$ cat src/rtl/rb_pkg.sv
package rb_pkg;
   typedef enum logic {
      SPL_IDLE  = 1'b0,
      SPL_ISSUE = 1'b1
   } spl_state_e;

   localparam logic [1:0] BURST_INCR = 2'b01;
endpackage

$ cat src/rtl/rb_base_reg.sv
module rb_base_reg #(
   parameter int ADDR_W = 32
) (
   input  logic              clk,
   input  logic              rst_n,
   input  logic              we,
   input  logic [ADDR_W-1:0] wval,
   output logic [ADDR_W-1:0] base_q
);
   always_ff @(posedge clk) begin
      if (!rst_n)  base_q <= '0;
      else if (we) base_q <= wval;
   end
endmodule

$ cat src/rtl/rb_splitter.sv
module rb_splitter
   import rb_pkg::*;
#(
   parameter int ADDR_W    = 32,
   parameter int LEN_W     = 16,
   parameter int MAX_BEATS = 256,
   parameter int BYTES     = 8
) (
   input  logic              clk,
   input  logic              rst_n,
   input  logic [ADDR_W-1:0] base,
   input  logic              req_valid,
   input  logic [ADDR_W-1:0] req_addr,
   input  logic [LEN_W-1:0]  req_len,
   output logic              req_ready,
   output logic              arvalid,
   input  logic              arready,
   output logic [ADDR_W-1:0] araddr,
   output logic [7:0]        arlen
);
   localparam int BEAT_W = $clog2(MAX_BEATS) + 1;

   spl_state_e        state_q;
   logic [ADDR_W-1:0] addr_q;
   logic [LEN_W-1:0]  rem_q;
   logic [BEAT_W-1:0] beats;
   logic [BEAT_W-1:0] beats_m1;
   logic              accept;
   logic              ar_fire;

   always_comb begin
      if (rem_q > LEN_W'(MAX_BEATS)) beats = BEAT_W'(MAX_BEATS);
      else                           beats = rem_q[BEAT_W-1:0];
   end

   assign beats_m1  = beats - 1'b1;
   assign req_ready = (state_q == SPL_IDLE);
   assign accept    = req_valid && req_ready;
   assign arvalid   = (state_q == SPL_ISSUE);
   assign ar_fire   = arvalid && arready;
   assign araddr    = addr_q;
   assign arlen     = 8'(beats_m1);

   always_ff @(posedge clk) begin
      if (!rst_n) begin
         state_q <= SPL_IDLE;
         addr_q  <= '0;
         rem_q   <= '0;
      end else if (accept) begin
         addr_q <= base + req_addr;
         rem_q  <= req_len;
         if (req_len != '0) state_q <= SPL_ISSUE;
      end else if (ar_fire) begin
         addr_q <= addr_q + ADDR_W'(beats) * ADDR_W'(BYTES);
         rem_q  <= rem_q - LEN_W'(beats);
         if (rem_q == LEN_W'(beats)) state_q <= SPL_IDLE;
      end
   end
endmodule

$ cat src/rtl/rb_return.sv
module rb_return #(
   parameter int DATA_W     = 64,
   parameter bit USE_DREADY = 1'b1
) (
   input  logic              usr_dready,
   input  logic              rvalid,
   output logic              rready,
   input  logic [DATA_W-1:0] rdata,
   input  logic [1:0]        rresp,
   output logic [DATA_W-1:0] usr_data,
   output logic              usr_dvalid,
   output logic [1:0]        usr_resp,
   output logic              usr_rvalid
);
   logic beat;

   if (USE_DREADY) begin : g_follow
      assign rready = usr_dready;
   end else begin : g_tied
      logic unused_rdy;
      assign unused_rdy = usr_dready;
      assign rready     = 1'b1;
   end

   assign beat       = rvalid && rready;
   assign usr_data   = rdata;
   assign usr_resp   = rresp;
   assign usr_dvalid = beat;
   assign usr_rvalid = beat;
endmodule

$ cat src/rtl/burst_read_bridge.sv
module burst_read_bridge
   import rb_pkg::*;
#(
   parameter int ADDR_W     = 32,
   parameter int DATA_W     = 64,
   parameter int LEN_W      = 16,
   parameter int MAX_BEATS  = 256,
   parameter bit USE_DREADY = 1'b1
) (
   input  logic              clk,
   input  logic              rst_n,
   input  logic              cfg_base_we,
   input  logic [ADDR_W-1:0] cfg_base,
   input  logic              req_valid,
   input  logic [ADDR_W-1:0] req_addr,
   input  logic [LEN_W-1:0]  req_len,
   output logic              req_ready,
   input  logic              usr_dready,
   output logic [DATA_W-1:0] usr_data,
   output logic              usr_dvalid,
   output logic [1:0]        usr_resp,
   output logic              usr_rvalid,
   output logic              m_arvalid,
   input  logic              m_arready,
   output logic [ADDR_W-1:0] m_araddr,
   output logic [7:0]        m_arlen,
   output logic [2:0]        m_arsize,
   output logic [1:0]        m_arburst,
   input  logic              m_rvalid,
   output logic              m_rready,
   input  logic [DATA_W-1:0] m_rdata,
   input  logic [1:0]        m_rresp
);
   localparam int BYTES   = DATA_W / 8;
   localparam int SIZE_CD = $clog2(BYTES);

   if (MAX_BEATS < 1 || MAX_BEATS > 256) begin : g_bad_beats
      $error("MAX_BEATS must lie in 1..256");
   end
   if (DATA_W < 8 || (DATA_W & (DATA_W - 1)) != 0 || DATA_W > 1024) begin : g_bad_width
      $error("DATA_W must be a power of two from 8 to 1024");
   end
   if (LEN_W < $clog2(MAX_BEATS) + 1) begin : g_bad_len
      $error("LEN_W too narrow for MAX_BEATS");
   end

   logic [ADDR_W-1:0] base_q;

   rb_base_reg #(.ADDR_W(ADDR_W)) u_base (
      .clk   (clk),
      .rst_n (rst_n),
      .we    (cfg_base_we),
      .wval  (cfg_base),
      .base_q(base_q)
   );

   rb_splitter #(
      .ADDR_W   (ADDR_W),
      .LEN_W    (LEN_W),
      .MAX_BEATS(MAX_BEATS),
      .BYTES    (BYTES)
   ) u_split (
      .clk      (clk),
      .rst_n    (rst_n),
      .base     (base_q),
      .req_valid(req_valid),
      .req_addr (req_addr),
      .req_len  (req_len),
      .req_ready(req_ready),
      .arvalid  (m_arvalid),
      .arready  (m_arready),
      .araddr   (m_araddr),
      .arlen    (m_arlen)
   );

   assign m_arsize  = 3'(SIZE_CD);
   assign m_arburst = BURST_INCR;

   rb_return #(.DATA_W(DATA_W), .USE_DREADY(USE_DREADY)) u_ret (
      .usr_dready(usr_dready),
      .rvalid    (m_rvalid),
      .rready    (m_rready),
      .rdata     (m_rdata),
      .rresp     (m_rresp),
      .usr_data  (usr_data),
      .usr_dvalid(usr_dvalid),
      .usr_resp  (usr_resp),
      .usr_rvalid(usr_rvalid)
   );
endmodule

$ cat config.mk
export PLATFORM = sky130hd
export DESIGN_NAME = burst_read_bridge
export DESIGN_NICKNAME = d
export VERILOG_FILES = /design/src/rtl/rb_pkg.sv /design/src/rtl/rb_base_reg.sv /design/src/rtl/rb_splitter.sv /design/src/rtl/rb_return.sv /design/src/rtl/burst_read_bridge.sv
export SDC_FILE = /design/constraint.sdc
export NUM_CORES = 1
export LEC_CHECK = 0
export BUFFER_PORTS_ARGS = -buffer_cell sky130_fd_sc_hd__buf_2
export CORE_ASPECT_RATIO = 0.5
export CORE_MARGIN = 8
export CORE_UTILIZATION = 49
export DETAILED_ROUTE_END_ITERATION = 7
export GPL_ROUTABILITY_DRIVEN = 0
export MAX_ROUTING_LAYER = met4
export PLACE_DENSITY = 0.93
export SYNTH_ARGS = -nofsm -noshare
export SYNTH_HDL_FRONTEND = slang
export SYNTH_SLANG_ARGS = --single-unit
$ cat constraint.sdc
create_clock -name clk -period 5.4 [get_ports clk]
set_clock_uncertainty 0.05 [all_clocks]
set_input_delay 1.08 -clock clk [delete_from_list [all_inputs] [get_ports clk]]
set_output_delay 1.08 -clock clk [all_outputs]
set_load 0.02 [all_outputs]
==> results of run 1 <==
## worst register-to-register path, stage by stage (launching register included)
cell and delay (ps):
sky130_fd_sc_hd__dfxtp_1 370, sky130_fd_sc_hd__or4_1 680, sky130_fd_sc_hd__or2_2 370, sky130_fd_sc_hd__a21oi_1 120, sky130_fd_sc_hd__buf_4 170, sky130_fd_sc_hd__and2_1 150, sky130_fd_sc_hd__ha_1 200, sky130_fd_sc_hd__inv_1 70
sky130_fd_sc_hd__fa_1 390, sky130_fd_sc_hd__nor2b_1 160, sky130_fd_sc_hd__o31a_1 210, sky130_fd_sc_hd__o211ai_1 140, sky130_fd_sc_hd__a31o_2 300, sky130_fd_sc_hd__a21boi_4 380, sky130_fd_sc_hd__a31o_2 230, sky130_fd_sc_hd__a21oi_1 60
sky130_fd_sc_hd__nor4_1 280
## layout make-up
type | count | area (um2)
antenna | 3 | 7.51
inverter | 14 | 52.6
tap | 170 | 213
sequential | 81 | 1620
clock buffer | 13 | 250
multi-input combinational | 593 | 3950
fill | 1092 | 5770
timing repair buffer | 135 | 686
clock inverter | 3 | 40.0
## final timing paths
path / slack, ps / from / endpoint
worst max-delay path: 960 / u_split.rem_q[10]$_SDFFE_PN0P_ / u_split.araddr[27]$_SDFFE_PN0P_
worst min-delay path: 400 / u_split.araddr[0]$_SDFFE_PN0P_ / u_split.araddr[0]$_SDFFE_PN0P_
worst max register to register: 960 / u_split.rem_q[10]$_SDFFE_PN0P_ / u_split.araddr[27]$_SDFFE_PN0P_
worst min register to register: 400 / u_split.araddr[0]$_SDFFE_PN0P_ / u_split.araddr[0]$_SDFFE_PN0P_
## sequential cells by signal, indices dropped and copies added (netlist names)
register / flops
u_base.base_q: 32
u_split.araddr: 32
u_split.arvalid: 1
u_split.rem_q: 16
## metrics by stage
stage / instances / hold WS (ps)
6_report: 1012 / 401
5_1_grt: 1012 / 435
4_1_cts: 1009 / 404
3_5_place_dp: 993 / 396
3_3_place_gp: 993 / 390
2_1_floorplan: 793 / 413
## power by group through the flow
stage	sequential [W]	clock [W]	combinational [W]
after floorplan	0.000730	0	0.000449
after global placement	0.000709	0	0.000556
after global routing	0.000709	0.000640	0.000640
after CTS	0.000701	0.000615	0.000580
final	0.000703	0.000611	0.000587
after detailed placement	0.000713	0	0.000573
## cell families (layout without fill, tap and decap cells)
| kind of cell | after synthesis | after routing | share of synthesized area |
|---|---|---|---|
| simple gates | 249 | 249 | 0.188 |
| xor+xnor | 43 | 43 | 0.0599 |
| compound gates | 214 | 214 | 0.228 |
| fa+ha+maj | 44 | 44 | 0.0895 |
| other cells | 2 | 9 | 0.00119 |
| mux | 37 | 37 | 0.0589 |
| buf+inv | 119 | 165 | 0.117 |
| flops | 81 | 81 | 0.258 |
## cells in the mapped netlist (9+ instances only)
master / n
sky130_fd_sc_hd__a211oi_1: 16
sky130_fd_sc_hd__a21o_1: 14
sky130_fd_sc_hd__a21oi_1: 57
sky130_fd_sc_hd__and2_1: 11
sky130_fd_sc_hd__and3_1: 11
sky130_fd_sc_hd__buf_1: 9
sky130_fd_sc_hd__buf_4: 73
sky130_fd_sc_hd__clkbuf_1: 20
sky130_fd_sc_hd__dfxtp_1: 81
sky130_fd_sc_hd__ha_1: 41
sky130_fd_sc_hd__inv_1: 14
sky130_fd_sc_hd__mux2i_1: 37
sky130_fd_sc_hd__nand2_1: 59
sky130_fd_sc_hd__nand3_1: 12
sky130_fd_sc_hd__nand4_1: 12
sky130_fd_sc_hd__nor2_1: 88
sky130_fd_sc_hd__nor3_1: 12
sky130_fd_sc_hd__nor4_1: 11
sky130_fd_sc_hd__o211ai_1: 12
sky130_fd_sc_hd__o21ai_0: 37
sky130_fd_sc_hd__or3_1: 10
sky130_fd_sc_hd__xnor2_1: 28
sky130_fd_sc_hd__xor2_1: 15
## cell usage in the layout (no fill, tap or decap), drive strengths merged, types with 4 or more instances in the layout
cell type	instances
ha	41
xor2	15
a31oi	7
clkbuf	13
o21bai	4
or3	10
a21oi	58
a21o	14
nor4	11
nand4	12
and2	11
xnor2	28
o211ai	12
o21ai	37
a211oi	17
mux2i	37
nand2b	4
o22ai	5
dfxtp	81
a22oi	8
conb	6
nor3	13
o21a	9
buf	135
nand2	59
nand3	12
nor2b	7
a221oi	4
and3	11
or4	4
nor2	88
inv	14
o221ai	6
## layer usage
layer / wire length [um] / share of wire
met2: 9400 / 0.49
met3: 1950 / 0.10
met4: 507 / 0.026
met5: 0 / 0
met1: 7450 / 0.39
==> flow_summary.ini, run 1 <==
[outcome]
outcome = completed

[critical_path]
path_class = register to register
crit_path_max_fanout = 14
start_kind = register
worst_r2r_path_depth = 16
cp-end-kind = register
timing.critical_path.slowest_stage_cell = sky130_fd_sc_hd__or4_1
crit_buf_inv = 2
cp_data_arrival_time_ps = 4620
cpPeakStageDelay_ps = 680
cp_data_required_time_ps = 5590
timing.critical_path.max_delay_family = simple AND/OR/NAND/NOR gates
crit_cells = 16
crit_chain = or4_1 -> or2_2 -> a21oi_1 -> buf_4 -> and2_1 -> ha_1 -> inv_1 -> fa_1 -> nor2b_1 -> o31a_1 -> o211ai_1 -> a31o_2 -> a21boi_4 -> a31o_2 -> a21oi_1 -> nor4_1

[sta]
slew_headroom = 0.151
period_share = 0.822
highest_achievable_clock_rate_mhz = 225
slew_viol_final = 0
worst_slack_ps = 963
period_needed_ps = 4440
report.final.setup_viol = 0
timing.setup.tns_ps = 0
rsz0062_at_grt = false
worstMarginPinSlew_ps = 1270
finalHoldViolCount = 0

[detailed_routing]
detail_route.drc_violations = 0
ant_nets = 0
vias_per_cell = 6.00
drt_pass1_iterations = 5
sum_of_routed_wire_length_over_all_layers_um = 19300
detailedRoute.firstIterationViolations = 476
wirelength_per_cell_um = 19.1
routed-via-count = 6074

[min_path]
min_path_cells = 2
hold_path_class = register to register

[global_route]
grt_busiest_layer = met2
maximum_number_of_pins_on_one_net_before_global_route_repair = 48
first_global_vias = 5823
groute.usage.overall = 0.225
antenna_found_initial = 3
grt_use_met2 = 0.390
grt.met1_usage = 0.241
globalRoute.totalOverflow = 0
global_route.usage.met3 = 0.0775
wire_length_of_the_first_global_routing_pass_um = 30000

[clock_tree]
ctsRootBufferMaster = sky130_fd_sc_hd__clkbuf_16
worstSkewPairLatency_ps = 340
number_of_buffers_added_for_setup_after_cts = 0
ctsLongestPathBuffers = 2
inserted_clock_buffers = 9
cts-resized-gates = 0
tritoncts = built
hold_buffers = 0
cts.sink_count = 81
clk_pin_slew_worst_paths_ps = 60
cts-htree-levels = 3

[power_and_ir_drop]
switching_power_as_a_share_of_total_power = 0.343
clock_power_share = 0.322
leakage_nw = 3.06
internal-power_w = 0.00125
finalPower_w = 0.00190
ir_drop_mv = 0.144
seq_power_share = 0.370
switchingPower_w = 0.000652
power_per_cell_area_mw_per_mm2 = 279
pwr-share-comb = 0.309

[floorplanning]
placeableCoreArea_mm2 = 0.0126
placementRows = 29
dieHeight_um = 96.1
initial_core_util = 0.500
floorplan.io_pins = 269
die_width_um = 176
dieArea_mm2 = 0.0169

[final_layout]
utilization = 0.542
num-nets-final = 1030
postLayoutCellArea_mm2 = 0.00682
share_of_post_route_cells_with_drive_strength_above_1 = 0.192
area_growth_pct = 8.41

[yosys]
synth_seq_cells = 81
avgSynthCellArea_um2 = 7.97
synth.top_cells.by_area = sky130_fd_sc_hd__dfxtp_1 (26%), sky130_fd_sc_hd__buf_4 (8.7%), sky130_fd_sc_hd__ha_1 (8.2%)
ys_dominant_reg_cell = sky130_fd_sc_hd__dfxtp_1
synth-async-reset-ratio = 0
netlist.top_cell.by_area = sky130_fd_sc_hd__dfxtp_1
synth_edf_count = 0
postSynthCellCount = 789
syn-cell-area_mm2 = 0.00629
yosys_warnings = 0
synth_top_cell_area_share = 0.258
yosysUniqueCellTypes = 67
synth_seq_area_share = 0.258

[run]
drv.max_cap_violation_count = 0

[placed_design]
placedInstanceArea_mm2 = 0.00652
portBuffers = 131
dp_hpwl_um = 15000
dpl_worst_slack_ps = 1090
No activity file was read; power rests on OpenSTA's default activity.
==> run 2: changes to the inputs <==
Settings changed: ABC_AREA from default to 1, CORE_UTILIZATION 49 to 46, PLACE_DENSITY 0.93 to 0.89.
Clock period 5.4 ns to 4.04 ns, I/O delays scaled along.
==> run 2 against run 1 <==
  * Largest cell class unchanged
  * Sequential power increased by 41%
  * Flip-flop and latch count did not move
  * Cell area grew 17%
  * Critical path depth down 5
  * Final cell count up 42%
  * Area after synthesis rose by 17%
  * Register-to-register slack got worse by 60 ps
  * Synthesized cell count grew 49%
  * Largest power group is now combinational logic
==> flow_summary.ini, run 2 <==
[critical_path]
cp_data_arrival_time_ps = 2310
timing.critical_path.slowest_stage_cell = sky130_fd_sc_hd__dfxtp_1
path_class = register to output port
worst_r2r_path_depth = 24
cp_data_required_time_ps = 3180
crit_chain = nor2_2 -> nand2_2 -> inv_1 -> nand2_2 -> nand2_4 -> nand2_1 -> ha_1 -> nand2_1 -> nor3_2 -> xor2_1 -> buf_2
cpPeakStageDelay_ps = 540
cp-end-kind = output port
worstReg2RegStart = u_split.rem_q[10]$_SDFFE_PN0P_
timing.critical_path.max_delay_family = simple AND/OR/NAND/NOR gates
crit_path_max_fanout = 9
start_kind = register
crit_buf_inv = 2
rr_endpoint = u_split.araddr[29]$_SDFFE_PN0P_
setup.reg_to_reg.worst_slack_ps = 900

[min_path]
hold_end = u_split.araddr[0]$_SDFFE_PN0P_
hold_start = u_split.araddr[0]$_SDFFE_PN0P_
min_path_cells = 2
hold_path_class = register to register

[clock_tree]
ctsLongestPathBuffers = 2
number_of_buffers_added_for_setup_after_cts = 0
cts.sink_count = 81
worstSkewPairLatency_ps = 350
ctsRootBufferMaster = sky130_fd_sc_hd__clkbuf_16
tritoncts = built
inserted_clock_buffers = 9
hold_buffers = 0
cts-htree-levels = 3
clk_pin_slew_worst_paths_ps = 60
cts-resized-gates = 0

[sta]
report.final.setup_viol = 0
slew_viol_final = 0
period_share = 0.783
slew_headroom = 0.361
period_needed_ps = 3160
timing.setup.tns_ps = 0
rsz0062_at_grt = false
finalHoldViolCount = 0
worstMarginPinSlew_ps = 957
highest_achievable_clock_rate_mhz = 316

[global_route]
groute.usage.overall = 0.220
first_global_vias = 7805
maximum_number_of_pins_on_one_net_before_global_route_repair = 45
antenna_found_initial = 0
wire_length_of_the_first_global_routing_pass_um = 37300
globalRoute.totalOverflow = 0

[yosys]
avgSynthCellArea_um2 = 6.27
synth_seq_cells = 81
yosys_warnings = 0
netlist.top_cell.by_area = sky130_fd_sc_hd__dfxtp_1
synth.top_cells.by_area = sky130_fd_sc_hd__dfxtp_1 (22%), sky130_fd_sc_hd__nand2_1 (12%), sky130_fd_sc_hd__nor2_1 (7.9%)
synth-async-reset-ratio = 0
yosysMostFrequentCell = sky130_fd_sc_hd__nand2_1
ys_dominant_reg_cell = sky130_fd_sc_hd__dfxtp_1
synth_edf_count = 0
postSynthCellCount = 1177
synth_top_cell_area_share = 0.220
yosysUniqueCellTypes = 59
syn-cell-area_mm2 = 0.00737
ys_top_cells_by_count = sky130_fd_sc_hd__nand2_1 (231), sky130_fd_sc_hd__nor2_1 (156), sky130_fd_sc_hd__inv_1 (132)
synth_seq_area_share = 0.220

[floorplanning]
placeableCoreArea_mm2 = 0.0155
dieArea_mm2 = 0.0206
dieHeight_um = 106
initial_core_util = 0.475
floorplan.io_pins = 269
placementRows = 32
die_width_um = 195

[run]
drv.max_cap_violation_count = 0

[detailed_routing]
wirelength_per_cell_um = 15.9
vias_per_cell = 5.61
detail_route.drc_violations = 0
sum_of_routed_wire_length_over_all_layers_um = 22800
routed-via-count = 8035
ant_nets = 0
detailedRoute.firstIterationViolations = 874
drt_pass1_iterations = 6

[placed_design]
portBuffers = 131
dp_hpwl_um = 17700
placedCellCount = 1417

[power_and_ir_drop]
power_per_cell_area_mw_per_mm2 = 392
ir_drop_mv = 0.208
leakage_nw = 3.99

[outcome]
outcome = completed

[final_layout]
layout.cells.most_common_list = sky130_fd_sc_hd__nand2_1 (231), sky130_fd_sc_hd__nor2_1 (156), sky130_fd_sc_hd__inv_1 (132)
area_growth_pct = 8.40
final_cells = 1433
multiInputGateArea_mm2 = 0.00455
share_of_post_route_cells_with_drive_strength_above_1 = 0.168
num-nets-final = 1420
num-fill-cells = 1500
n_antenna_cell = 0
register_area_mm2 = 0.00162
layout_commonest_cell = sky130_fd_sc_hd__nand2_1
==> run 2: worst max path at each step <==
stage                                         startpoint                              end  depth (start not counted)
after global routing       u_split.rem_q[9]$_SDFFE_PN0P_  u_split.araddr[29]$_SDFFE_PN0P_                         24
after detailed placement  u_split.rem_q[10]$_SDFFE_PN0P_  u_split.araddr[29]$_SDFFE_PN0P_                         24
after global placement    u_split.rem_q[14]$_SDFFE_PN0P_  u_split.araddr[29]$_SDFFE_PN0P_                         24
after CTS                  u_split.rem_q[9]$_SDFFE_PN0P_                       m_arlen[6]                         11
final                      u_split.rem_q[9]$_SDFFE_PN0P_                       m_arlen[6]                         11
after floorplan            u_split.rem_q[0]$_SDFFE_PN0P_  u_split.araddr[29]$_SDFFE_PN0P_                         24
==> run 2: area by class of cell <==
class                           count  share of cell area
Clock buffer                       11              0.0316
Clock inverter                      5              0.0106
Inverter                          139              0.0657
Multi-Input combinational cell    856               0.570
Sequential cell                    81               0.203
Tap cell                          204              0.0319
Timing Repair Buffer              137              0.0877
==> run 2: per-layer routing <==
metal | track usage | vias up | routed length (um)
met2 | 0.365 | 465 | 10500
met1 | 0.256 | 3573 | 9240
met5 | - | - | 0
li1 | - | 3882 | -
met3 | 0.0467 | 115 | 2300
met4 | 0.0984 | 0 | 725
==> run 2: stage by stage <==
step	util	area [um2]	total power, W	hold WS, ps	worst slack [ps]
floorplan	-	7390	0.00193	417	1140
global placement	0.493	7660	0.00213	408	1070
detailed placement	0.493	7660	0.00218	419	978
CTS	0.515	7990	0.00311	434	902
global route	0.515	7990	0.00331	459	668
finish	0.515	7990	0.00313	432	877
==> run 2: kinds of logic after synthesis <==
logic type | count (synthesis) | share of synthesized area
flops | 81 | 0.220
xor+xnor | 21 | 0.0249
simple gates | 564 | 0.346
other cells | 2 | 0.00102
compound gates | 222 | 0.168
fa+ha+maj | 43 | 0.0750
buf+inv | 244 | 0.165
==> run 2: report_power, final <==
part | leakage [nW] | switching, W | total (W) | internal (W)
clock | 0.163 | 0.000363 | 0.000943 | 0.000580
sequential | 0.671 | 0.000103 | 0.000992 | 0.000889
combinational | 3.15 | 0.000796 | 0.00120 | 0.000402
total | 3.99 | 0.00126 | 0.00313 | 0.00187
==> run 2: worst reg2reg max path, cell delays in order, from the launching register on <==
cell and delay [ps]:
sky130_fd_sc_hd__dfxtp_1 370, sky130_fd_sc_hd__nor2_2 180, sky130_fd_sc_hd__nand3_1 90, sky130_fd_sc_hd__nor2_1 120, sky130_fd_sc_hd__nand2_2 90, sky130_fd_sc_hd__nand2_4 100
sky130_fd_sc_hd__nand2_1 100, sky130_fd_sc_hd__inv_1 70, sky130_fd_sc_hd__ha_1 190, sky130_fd_sc_hd__inv_1 70, sky130_fd_sc_hd__fa_1 410, sky130_fd_sc_hd__nor3_1 210
sky130_fd_sc_hd__nor2_1 90, sky130_fd_sc_hd__nor2_1 110, sky130_fd_sc_hd__nand3_2 70, sky130_fd_sc_hd__nand2_1 130, sky130_fd_sc_hd__nand2_1 80, sky130_fd_sc_hd__nand2_2 110
sky130_fd_sc_hd__nand2_1 70, sky130_fd_sc_hd__nand2_1 60, sky130_fd_sc_hd__nand2_1 50, sky130_fd_sc_hd__nand2_1 50, sky130_fd_sc_hd__nand3_1 70, sky130_fd_sc_hd__nand2_1 80
sky130_fd_sc_hd__inv_1 40
==> run 3: changes to the inputs <==
Clock period 4.04 ns to 2.87 ns, I/O delays scaled along.
==> run 3 against run 2 <==
  * The flow now finishes with violations (setup timing)
  * Sequential share of layout area shrank 0.80 points
  * First-iteration DRC count is 22% higher
  * Worst setup slack got worse by 890 ps
  * Routed wire length rose by 7.3%
  * Highest routed layer unchanged
==> flow_summary.ini, run 3 (synthesis results as in run 2) <==
[outcome]
outcome = finished with violations
failed_checks = setup timing

[detailed_routing]
detail_route.drc_violations = 0
routed-via-count = 8323
drt_pass1_iterations = 6
sum_of_routed_wire_length_over_all_layers_um = 24500
ant_nets = 0
wirelength_per_cell_um = 16.7
vias_per_cell = 5.67
detailedRoute.firstIterationViolations = 1062

[final_layout]
num-fill-cells = 1425
area_growth_pct = 14.4
share_of_post_route_cells_with_drive_strength_above_1 = 0.225
n_antenna_cell = 0
layout.cells.most_common_list = sky130_fd_sc_hd__nand2_1 (223), sky130_fd_sc_hd__nor2_1 (147), sky130_fd_sc_hd__buf_2 (130)
num-nets-final = 1458
utilization = 0.543
layout_commonest_cell = sky130_fd_sc_hd__nand2_1

[clock_tree]
clk_pin_slew_worst_paths_ps = 70
ctsLongestPathBuffers = 2
tritoncts = built
worstSkewPairLatency_ps = 350
hold_buffers = 0
ctsRootBufferMaster = sky130_fd_sc_hd__clkbuf_16
cts-htree-levels = 3
inserted_clock_buffers = 9
cts.sink_count = 81

[global_route]
globalRoute.totalOverflow = 0
groute.usage.overall = 0.224
antenna_found_initial = 0
wire_length_of_the_first_global_routing_pass_um = 37800
maximum_number_of_pins_on_one_net_before_global_route_repair = 53
first_global_vias = 7966

[critical_path]
cpPeakStageDelay_ps = 350
start_kind = register
crit_buf_inv = 5
path_class = register to output port
cp-end-kind = output port
cp_data_required_time_ps = 2250
timing.critical_path.mode_cell = sky130_fd_sc_hd__buf_4
setup.reg_to_reg.worst_slack_ps = 20
timing.critical_path.max_delay_family = simple AND/OR/NAND/NOR gates
cp_data_arrival_time_ps = 2260
timing.critical_path.slowest_stage_cell = sky130_fd_sc_hd__dfxtp_2
crit_path_max_fanout = 6
crit_chain = inv_1 -> nand3_2 -> nor2_4 -> nand2_2 -> nand2_4 -> buf_4 -> inv_8 -> nor2_4 -> buf_4 -> nor2_2 -> nand2_2 -> nor3_4 -> xor2_1 -> buf_4

[power_and_ir_drop]
leakage_nw = 4.17
power_per_cell_area_mw_per_mm2 = 533
ir_drop_mv = 0.261

[sta]
slew_viol_final = 0
timing.setup.tns_ps = -9.46
worstMarginPinSlew_ps = 939
highest_achievable_clock_rate_mhz = 347
finalHoldViolCount = 0
report.final.setup_viol = 1
period_share = 1.00
worst_slack_ps = -9.46
period_needed_ps = 2880
slew_headroom = 0.373
rsz0062_at_grt = true

[floorplanning]
die_width_um = 195
placeableCoreArea_mm2 = 0.0155
initial_core_util = 0.475
dieHeight_um = 106
placementRows = 32
floorplan.io_pins = 269
dieArea_mm2 = 0.0206

[placed_design]
dp_hpwl_um = 18200
portBuffers = 131

[run]
drv.max_cap_violation_count = 0

[min_path]
hold_path_class = input port to register
## run 3: cell types whose count changed in the layout (fill, tap and decap cells not counted), moves of 5 or more
cell                      change
sky130_fd_sc_hd__nand2_1      -8
sky130_fd_sc_hd__buf_4       +39
sky130_fd_sc_hd__dfxtp_2      +9
sky130_fd_sc_hd__ha_1         -5
sky130_fd_sc_hd__nor2_1       -9
sky130_fd_sc_hd__ha_4         +5
sky130_fd_sc_hd__nand2_2      +7
sky130_fd_sc_hd__dfxtp_1     -12
sky130_fd_sc_hd__nor2_4       +6
## run 3: worst reg2reg max path, delay by kind of cell (launching register included)
family,cells,cell delay [ps]
xor+xnor,1,150
simple gates,16,1450
fa+ha+maj,1,240
buf+inv,4,380
compound gates,1,130
flops,1,330
## run 3: worst paths after layout
kind,start,endpoint,cells after the start
setup reg to reg,u_split.rem_q[0]$_SDFFE_PN0P_,u_split.araddr[13]$_SDFFE_PN0P_,23
hold / removal,cfg_base[19],u_base.base_q[19]$_SDFFE_PN0P_,3
hold reg to reg,u_split.araddr[1]$_SDFFE_PN0P_,u_split.araddr[1]$_SDFFE_PN0P_,2
setup / recovery,u_split.rem_q[2]$_SDFFE_PN0P_,m_arlen[6],14
## run 3: through the flow
step	area (um2)	instances	hold slack (ps)	power (W)	setup WS, ps
3_3_place_gp	7850	1442	410	0.00306	37.4
5_1_grt	8440	1469	415	0.00473	-156
4_1_cts	8150	1457	399	0.00430	-2.50
2_1_floorplan	7390	1181	417	0.00272	36.4
3_5_place_dp	7850	1442	417	0.00313	-42.0
6_report	8440	1469	400	0.00450	-9.46
## run 3: timing repair
action,CTS,global route
setup endpoints to repair,3,23
setup buffers,1,12
pin swaps,2,22
resized for setup,7,52
## run 3: power breakdown
part	switching [W]	internal (W)	leakage [nW]
Combinational	0.00123	0.000697	3.35
Clock	0.000483	0.000688	0.137
Sequential	0.000141	0.00126	0.677
## run 3: layout make-up
cell class / instances / area (um2) / share of cell area
Clock buffer: 11 / 243 / 0.0288
Tap cell: 204 / 255 / 0.0303
Timing Repair Buffer: 175 / 988 / 0.117
Clock inverter: 3 / 42.5 / 0.00504
Multi-Input combinational cell: 856 / 4730 / 0.561
Inverter: 139 / 533 / 0.0632
Sequential cell: 81 / 1640 / 0.195
## run 3: per-layer routing
layer,part of all wire,track usage,vias to the layer above
met5,0,-,-
met4,0.046,0.0995,0
met3,0.097,0.0533,150
met2,0.45,0.365,516
met1,0.40,0.262,3709
li1,-,-,3948
